### config.mk
export PLATFORM = sky130hd
export DESIGN_NAME = refcmp_timer
export DESIGN_NICKNAME = d
export VERILOG_FILES = /design/src/rtl/refcmp_timer_pkg.sv /design/src/rtl/rct_prescaler.sv /design/src/rtl/rct_counter.sv /design/src/rtl/rct_event.sv /design/src/rtl/refcmp_timer.sv
export SDC_FILE = /design/constraint.sdc
export NUM_CORES = 1
export LEC_CHECK = 0
export BUFFER_PORTS_ARGS = -buffer_cell sky130_fd_sc_hd__buf_2
export CELL_PAD_IN_SITES_DETAIL_PLACEMENT = 1
export CELL_PAD_IN_SITES_GLOBAL_PLACEMENT = 1
export CORE_MARGIN = 3
export CORE_UTILIZATION = 25
export DETAILED_ROUTE_END_ITERATION = 8
export PLACE_DENSITY_LB_ADDON = 0.1
export SLEW_MARGIN = 20
export SYNTH_ARGS = -nofsm -noshare
export SYNTH_HDL_FRONTEND = slang
export SYNTH_SLANG_ARGS = --single-unit
### constraint.sdc
create_clock -name clk -period 1.75 [get_ports clk]
set_input_delay 0.35 -clock clk [delete_from_list [all_inputs] [get_ports clk]]
set_output_delay 0.35 -clock clk [all_outputs]
set_load 0.005 [all_outputs]
### src/rtl/refcmp_timer_pkg.sv
package refcmp_timer_pkg;
  localparam int REG_AW = 2;

  typedef enum logic [REG_AW-1:0] {
    REG_MODE = 2'd0,
    REG_CMP  = 2'd1,
    REG_CNT  = 2'd2,
    REG_EVT  = 2'd3
  } reg_sel_e;

  localparam int MODE_EN_BIT    = 0;
  localparam int MODE_SRC_LO    = 1;
  localparam int MODE_RESTART   = 3;
  localparam int MODE_IRQEN     = 4;
  localparam int MODE_PSC_LO    = 8;
  localparam logic [1:0] SRC_SYSCLK = 2'b01;
endpackage

### src/rtl/rct_prescaler.sv
module rct_prescaler #(
  parameter int PSC_W = 8
) (
  input  logic             clk,
  input  logic             rst_n,
  input  logic             run_i,
  input  logic             restart_i,
  input  logic [PSC_W-1:0] div_i,
  output logic             tick_o
);
  generate
    if (PSC_W == 0) begin : g_nodiv
      assign tick_o = run_i && !restart_i;
    end else begin : g_div
      logic [PSC_W-1:0] phase_q, phase_d;
      logic             at_end;

      assign at_end = (phase_q == div_i);
      assign tick_o = run_i && !restart_i && at_end;

      always_comb begin
        if (!run_i || restart_i || at_end) phase_d = '0;
        else                               phase_d = phase_q + 1'b1;
      end

      always_ff @(posedge clk or negedge rst_n) begin
        if (!rst_n) phase_q <= '0;
        else        phase_q <= phase_d;
      end

      // with a divisor above one, ticks never come back to back
      a_r2_tick_spacing: assert property (@(posedge clk) disable iff (!rst_n)
        (tick_o && (div_i != '0)) |=> !tick_o);
    end
  endgenerate
endmodule

### src/rtl/rct_counter.sv
module rct_counter #(
  parameter int CNT_W = 16
) (
  input  logic             clk,
  input  logic             rst_n,
  input  logic             step_i,
  input  logic             load_i,
  input  logic [CNT_W-1:0] load_val_i,
  input  logic             clr_i,
  input  logic             restart_en_i,
  input  logic [CNT_W-1:0] cmp_i,
  output logic [CNT_W-1:0] cnt_o,
  output logic             match_o
);
  logic [CNT_W-1:0] cnt_q, cnt_d;
  logic             cnt_en;

  assign match_o = step_i && (cnt_q == cmp_i);
  assign cnt_en  = clr_i || load_i || step_i;

  always_comb begin
    cnt_d = cnt_q;
    if (clr_i)                        cnt_d = '0;
    else if (load_i)                  cnt_d = load_val_i;
    else if (match_o && restart_en_i) cnt_d = '0;
    else if (step_i)                  cnt_d = cnt_q + 1'b1;
  end

  always_ff @(posedge clk or negedge rst_n) begin
    if (!rst_n)      cnt_q <= '0;
    else if (cnt_en) cnt_q <= cnt_d;
  end

  assign cnt_o = cnt_q;

  // without a step, load or clear the count holds
  a_r4_hold_when_idle: assert property (@(posedge clk) disable iff (!rst_n)
    (!step_i && !load_i && !clr_i) |=> $stable(cnt_q));

  // a match with restart enabled lands on zero
  a_r6_restart_zero: assert property (@(posedge clk) disable iff (!rst_n)
    (match_o && restart_en_i && !clr_i && !load_i) |=> (cnt_q == '0));
endmodule

### src/rtl/rct_event.sv
module rct_event (
  input  logic clk,
  input  logic rst_n,
  input  logic set_i,
  input  logic w1c_i,
  input  logic hard_clr_i,
  output logic flag_o
);
  logic flag_q, flag_d;

  always_comb begin
    flag_d = flag_q;
    if (hard_clr_i) flag_d = 1'b0;
    else if (set_i) flag_d = 1'b1;
    else if (w1c_i) flag_d = 1'b0;
  end

  always_ff @(posedge clk or negedge rst_n) begin
    if (!rst_n) flag_q <= 1'b0;
    else        flag_q <= flag_d;
  end

  assign flag_o = flag_q;

  // a match beats a software clear in the same cycle
  a_r9_match_wins: assert property (@(posedge clk) disable iff (!rst_n)
    (set_i && !hard_clr_i) |=> flag_q);
endmodule

### src/rtl/refcmp_timer.sv
module refcmp_timer
  import refcmp_timer_pkg::*;
#(
  parameter int CNT_W = 16,
  parameter int PSC_W = 8
) (
  input  logic              clk,
  input  logic              rst_n,
  input  logic              bus_we,
  input  logic [REG_AW-1:0] bus_addr,
  input  logic [15:0]       bus_wdata,
  output logic [15:0]       bus_rdata,
  output logic              irq_o
);
  localparam int MODE_W = MODE_PSC_LO + PSC_W;
  localparam int DATA_W = 16;

  logic [MODE_W-1:0] mode_q, mode_d;
  logic [CNT_W-1:0]  cmp_q, cmp_d;
  logic [CNT_W-1:0]  cnt;
  logic              wr_mode, wr_cmp, wr_cnt, wr_evt;
  logic              cfg_wr, en_fall, run, tick, match, flag;

  assign wr_mode = bus_we && (bus_addr == REG_MODE);
  assign wr_cmp  = bus_we && (bus_addr == REG_CMP);
  assign wr_cnt  = bus_we && (bus_addr == REG_CNT);
  assign wr_evt  = bus_we && (bus_addr == REG_EVT);
  assign cfg_wr  = wr_mode || wr_cmp;
  assign en_fall = wr_mode && mode_q[MODE_EN_BIT] && !bus_wdata[MODE_EN_BIT];
  assign run     = mode_q[MODE_EN_BIT] &&
                   (mode_q[MODE_SRC_LO+1:MODE_SRC_LO] == SRC_SYSCLK);

  always_comb begin
    mode_d = wr_mode ? bus_wdata[MODE_W-1:0] : mode_q;
    cmp_d  = wr_cmp  ? bus_wdata[CNT_W-1:0]  : cmp_q;
  end

  always_ff @(posedge clk or negedge rst_n) begin
    if (!rst_n) begin
      mode_q <= '0;
      cmp_q  <= '0;
    end else begin
      if (wr_mode) mode_q <= mode_d;
      if (wr_cmp)  cmp_q  <= cmp_d;
    end
  end

  rct_prescaler #(.PSC_W(PSC_W)) u_psc (
    .clk       (clk),
    .rst_n     (rst_n),
    .run_i     (run),
    .restart_i (cfg_wr),
    .div_i     (mode_q[MODE_W-1:MODE_PSC_LO]),
    .tick_o    (tick)
  );

  rct_counter #(.CNT_W(CNT_W)) u_cnt (
    .clk          (clk),
    .rst_n        (rst_n),
    .step_i       (tick),
    .load_i       (wr_cnt),
    .load_val_i   (bus_wdata[CNT_W-1:0]),
    .clr_i        (en_fall),
    .restart_en_i (mode_q[MODE_RESTART]),
    .cmp_i        (cmp_q),
    .cnt_o        (cnt),
    .match_o      (match)
  );

  rct_event u_evt (
    .clk        (clk),
    .rst_n      (rst_n),
    .set_i      (match),
    .w1c_i      (wr_evt && bus_wdata[0]),
    .hard_clr_i (en_fall),
    .flag_o     (flag)
  );

  assign irq_o = mode_q[MODE_IRQEN] && flag;

  always_comb begin
    bus_rdata = '0;
    case (bus_addr)
      REG_MODE: bus_rdata = DATA_W'(mode_q);
      REG_CMP:  bus_rdata = DATA_W'(cmp_q);
      REG_CNT:  bus_rdata = DATA_W'(cnt);
      default:  bus_rdata = DATA_W'(flag);
    endcase
  end

  // disabling leaves both the count and the flag cleared
  a_r5_disable_clears: assert property (@(posedge clk) disable iff (!rst_n)
    $fell(mode_q[MODE_EN_BIT]) |-> ((cnt == '0) && !flag));

  // a configuration write takes no count step
  a_r10_cfg_no_step: assert property (@(posedge clk) disable iff (!rst_n)
    (cfg_wr && !en_fall) |=> (cnt == $past(cnt)));

  // a count write is visible on the next cycle
  a_r8_load_visible: assert property (@(posedge clk) disable iff (!rst_n)
    wr_cnt |=> (cnt == $past(bus_wdata[CNT_W-1:0])));
endmodule

==> impl_table.tex <==
\begin{tabular}{lr}
\hline
Metric & Value \\
\hline
\multicolumn{2}{l}{\textbf{Status}} \\
Violated checks & negative setup slack \\
Result of the run & finished with violations \\
\multicolumn{2}{l}{\textbf{Place}} \\
Weighted congestion reported at the end of routability-driven placement & slightly above 0.8 \\
Number of port buffers & 37 \\
Worst setup timing slack at the placement stage & -0.177 ns \\
Final HPWL from detailed placement & around 9100 um \\
Dpl cell area & 0.00443 mm2 \\
\multicolumn{2}{l}{\textbf{Floorplan}} \\
Effective utilization at floorplan & between 20\% and 30\% \\
Placeable core area & around 0.013 mm2 \\
Die Wd & about 120 um \\
Rows & 42 \\
Die footprint & between 0.015 and 0.02 mm2 \\
Die height & between 100 and 150 um \\
Top Ports & 38 \\
\multicolumn{2}{l}{\textbf{Routing}} \\
Number of antenna-violating nets in the routed design & 0 \\
Vias per cell & between 4 and 5 \\
Via count & a little over 3k \\
Pre-Repair DR Iteration Count & 4 \\
Routed Wire Length & about 12,000 um \\
Drt initial violations & between 90 and 100 \\
Wire length per cell after detailed routing & 18.9 um \\
Residual DRC count & 0 \\
\multicolumn{2}{l}{\textbf{Synth}} \\
Mean instance size in the synthesized netlist & 10.2 um2 \\
Prevailing post-synth register cell & dfrtp\_1 \\
Ys async rst share & 100\% \\
Post-Synthesis Cell Area & between 0.003 and 0.004 mm2 \\
Sequential-to-total area share from yosys stat & between 40\% and 50\% \\
Post-synth EDFFs & 0 \\
Number of cells produced by synthesis & between 300 and 400 \\
Total number of yosys warnings & 0 \\
Synth unique cells & 46 \\
Flip-flop and latch count after synthesis & 57 \\
Net count after synthesis & between 300 and 400 \\
\multicolumn{2}{l}{\textbf{Clocking}} \\
Max Buffers Root-to-Sink & 2 \\
Number of sinks handled by clock tree synthesis & 57 \\
Clock Latency Late Sink & roughly 0.34 ns \\
Library cell used as clock root buffer & clkbuf\_16 \\
Cts bufs inserted & 9 \\
Clock transition at the register clock pins on the worst setup and hold paths after CTS & roughly 0.050 ns \\
CTS tree & yes \\
Hold buffer count at CTS & 0 \\
CTS H-tree depth & 3 \\
\multicolumn{2}{l}{\textbf{Setup path}} \\
Start-to-end type of the worst setup path & reg2reg \\
Cell-by-cell trace of the critical path & xnor2\_2 -> nand4\_2 -> nor4\_4 -> nand2\_4 -> buf\_12 -> a32oi\_1 -> o211ai\_1 \\
Largest stage delay, worst path & 0.44 ns \\
Worst Setup End Kind & register \\
Peak fanout along the critical path & 16 \\
Data arrival time of the worst path & 2.11 ns \\
CP Launch Type & register \\
Slowest cell on the critical path & dfrtp\_1 \\
Required time of the critical path & just under 2 ns \\
Buf+Inv Stages, Crit Path & 1 \\
Category of cells accounting for the largest share of critical-path delay & simple AND/OR/NAND/NOR gates \\
\multicolumn{2}{l}{\textbf{Final layout}} \\
Most common library cell in the layout ignoring fill and taps & buf\_4 \\
Ratio of cells with drive above 1 in the final layout & 45.6\% \\
Most used cells in the layout excluding fill and tap cells & buf\_4 (75), dfrtp\_1 (56), buf\_2 (36) \\
Layout area overhead & 43.3\% \\
Core occupancy in the finished layout & between 30\% and 40\% \\
N\_diodes & 0 \\
Net total in the final layout & $\sim$470 \\
Final Instance Area & a little under 0.005 mm2 \\
\multicolumn{2}{l}{\textbf{STA}} \\
Post-route minimum period & about 1.9 ns \\
Relative max-transition margin & between 60\% and 70\% \\
Hold violation count in the final report & 0 \\
Unrepaired setup endpoints after global routing & yes \\
Max frequency & about 530 MHz \\
Final setup violation count & 17 \\
Setup skew after layout & 0.00722 ns \\
Transition at the pin with the smallest max-transition slack & between 0.5 and 0.6 ns \\
Pins over their slew limit & 0 \\
Fin crit share & 109\% \\
Worst Setup Slack, final & -0.151 ns \\
\multicolumn{2}{l}{\textbf{Global routing}} \\
Via count of the first global-routing pass & between 3k and 4k \\
Overall fraction of global-route tracks in use & around 17\% \\
Initial antenna violation count & 0 \\
First-pass GRT wire length & about 19,000 um \\
GRT Residual Overflow & 0 \\
Pin count of the biggest net entering global routing & 58 \\
\multicolumn{2}{l}{\textbf{Power and ir drop}} \\
Largest vdd supply drop & 0.000483 V \\
Leakage power of the design & between 0.002 and 0.0025 uW \\
Cell area power density & between 900 and 1000 mW/mm2 \\
\multicolumn{2}{l}{\textbf{Min path}} \\
Path type of the worst min-delay path & in2async \\
\multicolumn{2}{l}{\textbf{Run}} \\
Number of maximum-capacitance constraint violations & 0 \\
\hline
\end{tabular}
[logic make-up (layout without fill, tap and decap cells)]
| kind of cell | count (synthesis) | count (layout) | share of synthesized area [%] |
|---|---|---|---|
| and+or+nand+nor | 112 | 112 | 17.6 |
| adders and majority gates | 2 | 2 | 0.728 |
| buffers and inverters | 26 | 144 | 4.55 |
| xor gates and xnor gates | 30 | 30 | 8.31 |
| DFF | 57 | 57 | 41.5 |
| muxes | 48 | 48 | 15.5 |
| AOI/OAI and AO/OA | 63 | 63 | 11.8 |
[power by group]
group | total [uW] | internal, uW | switching (uW)
Clock | 1850 | 1220 | 636
Combinational | 1240 | 681 | 559
Sequential | 1680 | 1510 | 174
Total | 4770 | 3400 | 1370
[cells in the mapped netlist, types with 2 or more instances]
library cell | number | area, um2
a211oi_1 | 2 | 15.0
a21oi_1 | 12 | 60.1
a22oi_1 | 4 | 30.0
a31oi_1 | 2 | 12.5
a32oi_1 | 8 | 70.1
and2_1 | 7 | 43.8
and3_1 | 6 | 37.5
buf_2 | 8 | 40.0
buf_6 | 6 | 67.6
clkbuf_1 | 9 | 33.8
dfrtp_1 | 57 | 1430
ha_1 | 2 | 25.0
mux2_2 | 32 | 360
mux2i_1 | 15 | 150
nand2_1 | 36 | 135
nand3_1 | 12 | 60.1
nand4_1 | 10 | 62.6
nor2_1 | 9 | 33.8
nor2b_1 | 7 | 43.8
nor3_1 | 12 | 60.1
nor4_1 | 2 | 12.5
nor4_2 | 2 | 25.0
o211ai_1 | 3 | 22.5
o21a_1 | 2 | 15.0
o21ai_0 | 15 | 75.1
o21ai_1 | 8 | 40.0
o22ai_1 | 4 | 25.0
xnor2_1 | 14 | 123
xnor2_2 | 3 | 48.8
xor2_1 | 13 | 114
[area by class of cell]
type / instances / area, um2
Inverter: 1 / 3.75
Clock buffer: 14 / 274
Timing Repair Buffer: 127 / 976
Sequential cell: 57 / 1430
Tap cell: 176 / 220
Fill cell: 1554 / 8430
Multi-Input combinational cell: 255 / 1980
Clock inverter: 2 / 35.0
[repair_timing]
item | in CTS | in global routing
pin swaps | 8 | 12
resized for setup | 19 | 16
hold endpoints to repair | 0 | 0
endpoints found under the setup margin | 19 | 29
buffers inserted | 5 | 1
[through the flow]
| step | hold WS (ns) | std cells | TNS, ns | power, uW |
|---|---|---|---|---|
| 2_1_floorplan | 0.0544 | 338 | -0.0111 | 2240 |
| 3_3_place_gp | 0.399 | 612 | -2.25 | 2870 |
| 3_5_place_dp | 0.391 | 612 | -2.27 | 2890 |
| 4_1_cts | 0.0281 | 633 | -2.07 | 4840 |
| 5_1_grt | 0.0381 | 632 | -3.89 | 5020 |
| 6_report | 0.0160 | 632 | -1.93 | 4770 |
[worst paths after layout]
check | startpoint | slack [ns] | endpoint | depth (start not counted)
hold reg to reg | mode_q[5] | 0.51 | mode_q[5] | 1
min in group clk | bus_wdata[14] | 0.27 | u_cnt.cnt_o[14] | 3
setup reg to reg | u_cnt.cnt_o[2] | -0.15 | u_cnt.cnt_o[10] | 7
setup / recovery | u_cnt.cnt_o[2] | -0.15 | u_cnt.cnt_o[10] | 7
max in group asynchronous | rst_n | 1.46 | mode_q[3] | 2
hold / removal | rst_n | 0.02 | mode_q[7] | 2
[flip-flops by register name, summed over array words and instances (netlist names)]
register	flops
cmp_q	16
mode_q	16
u_cnt.cnt_o	16
u_evt.flag_o	1
u_psc.g_div.phase_q	8
[routing by layer]
layer	vias to the layer above	part of all wire (%)	GRT usage [%]
li1	1456	-	-
met1	1530	47	23.1
met2	32	48	27.3
met3	9	3.3	4.85
met4	0	1.1	4.36
met5	-	0	0
Note: power is estimated with default switching activity, not from simulation.
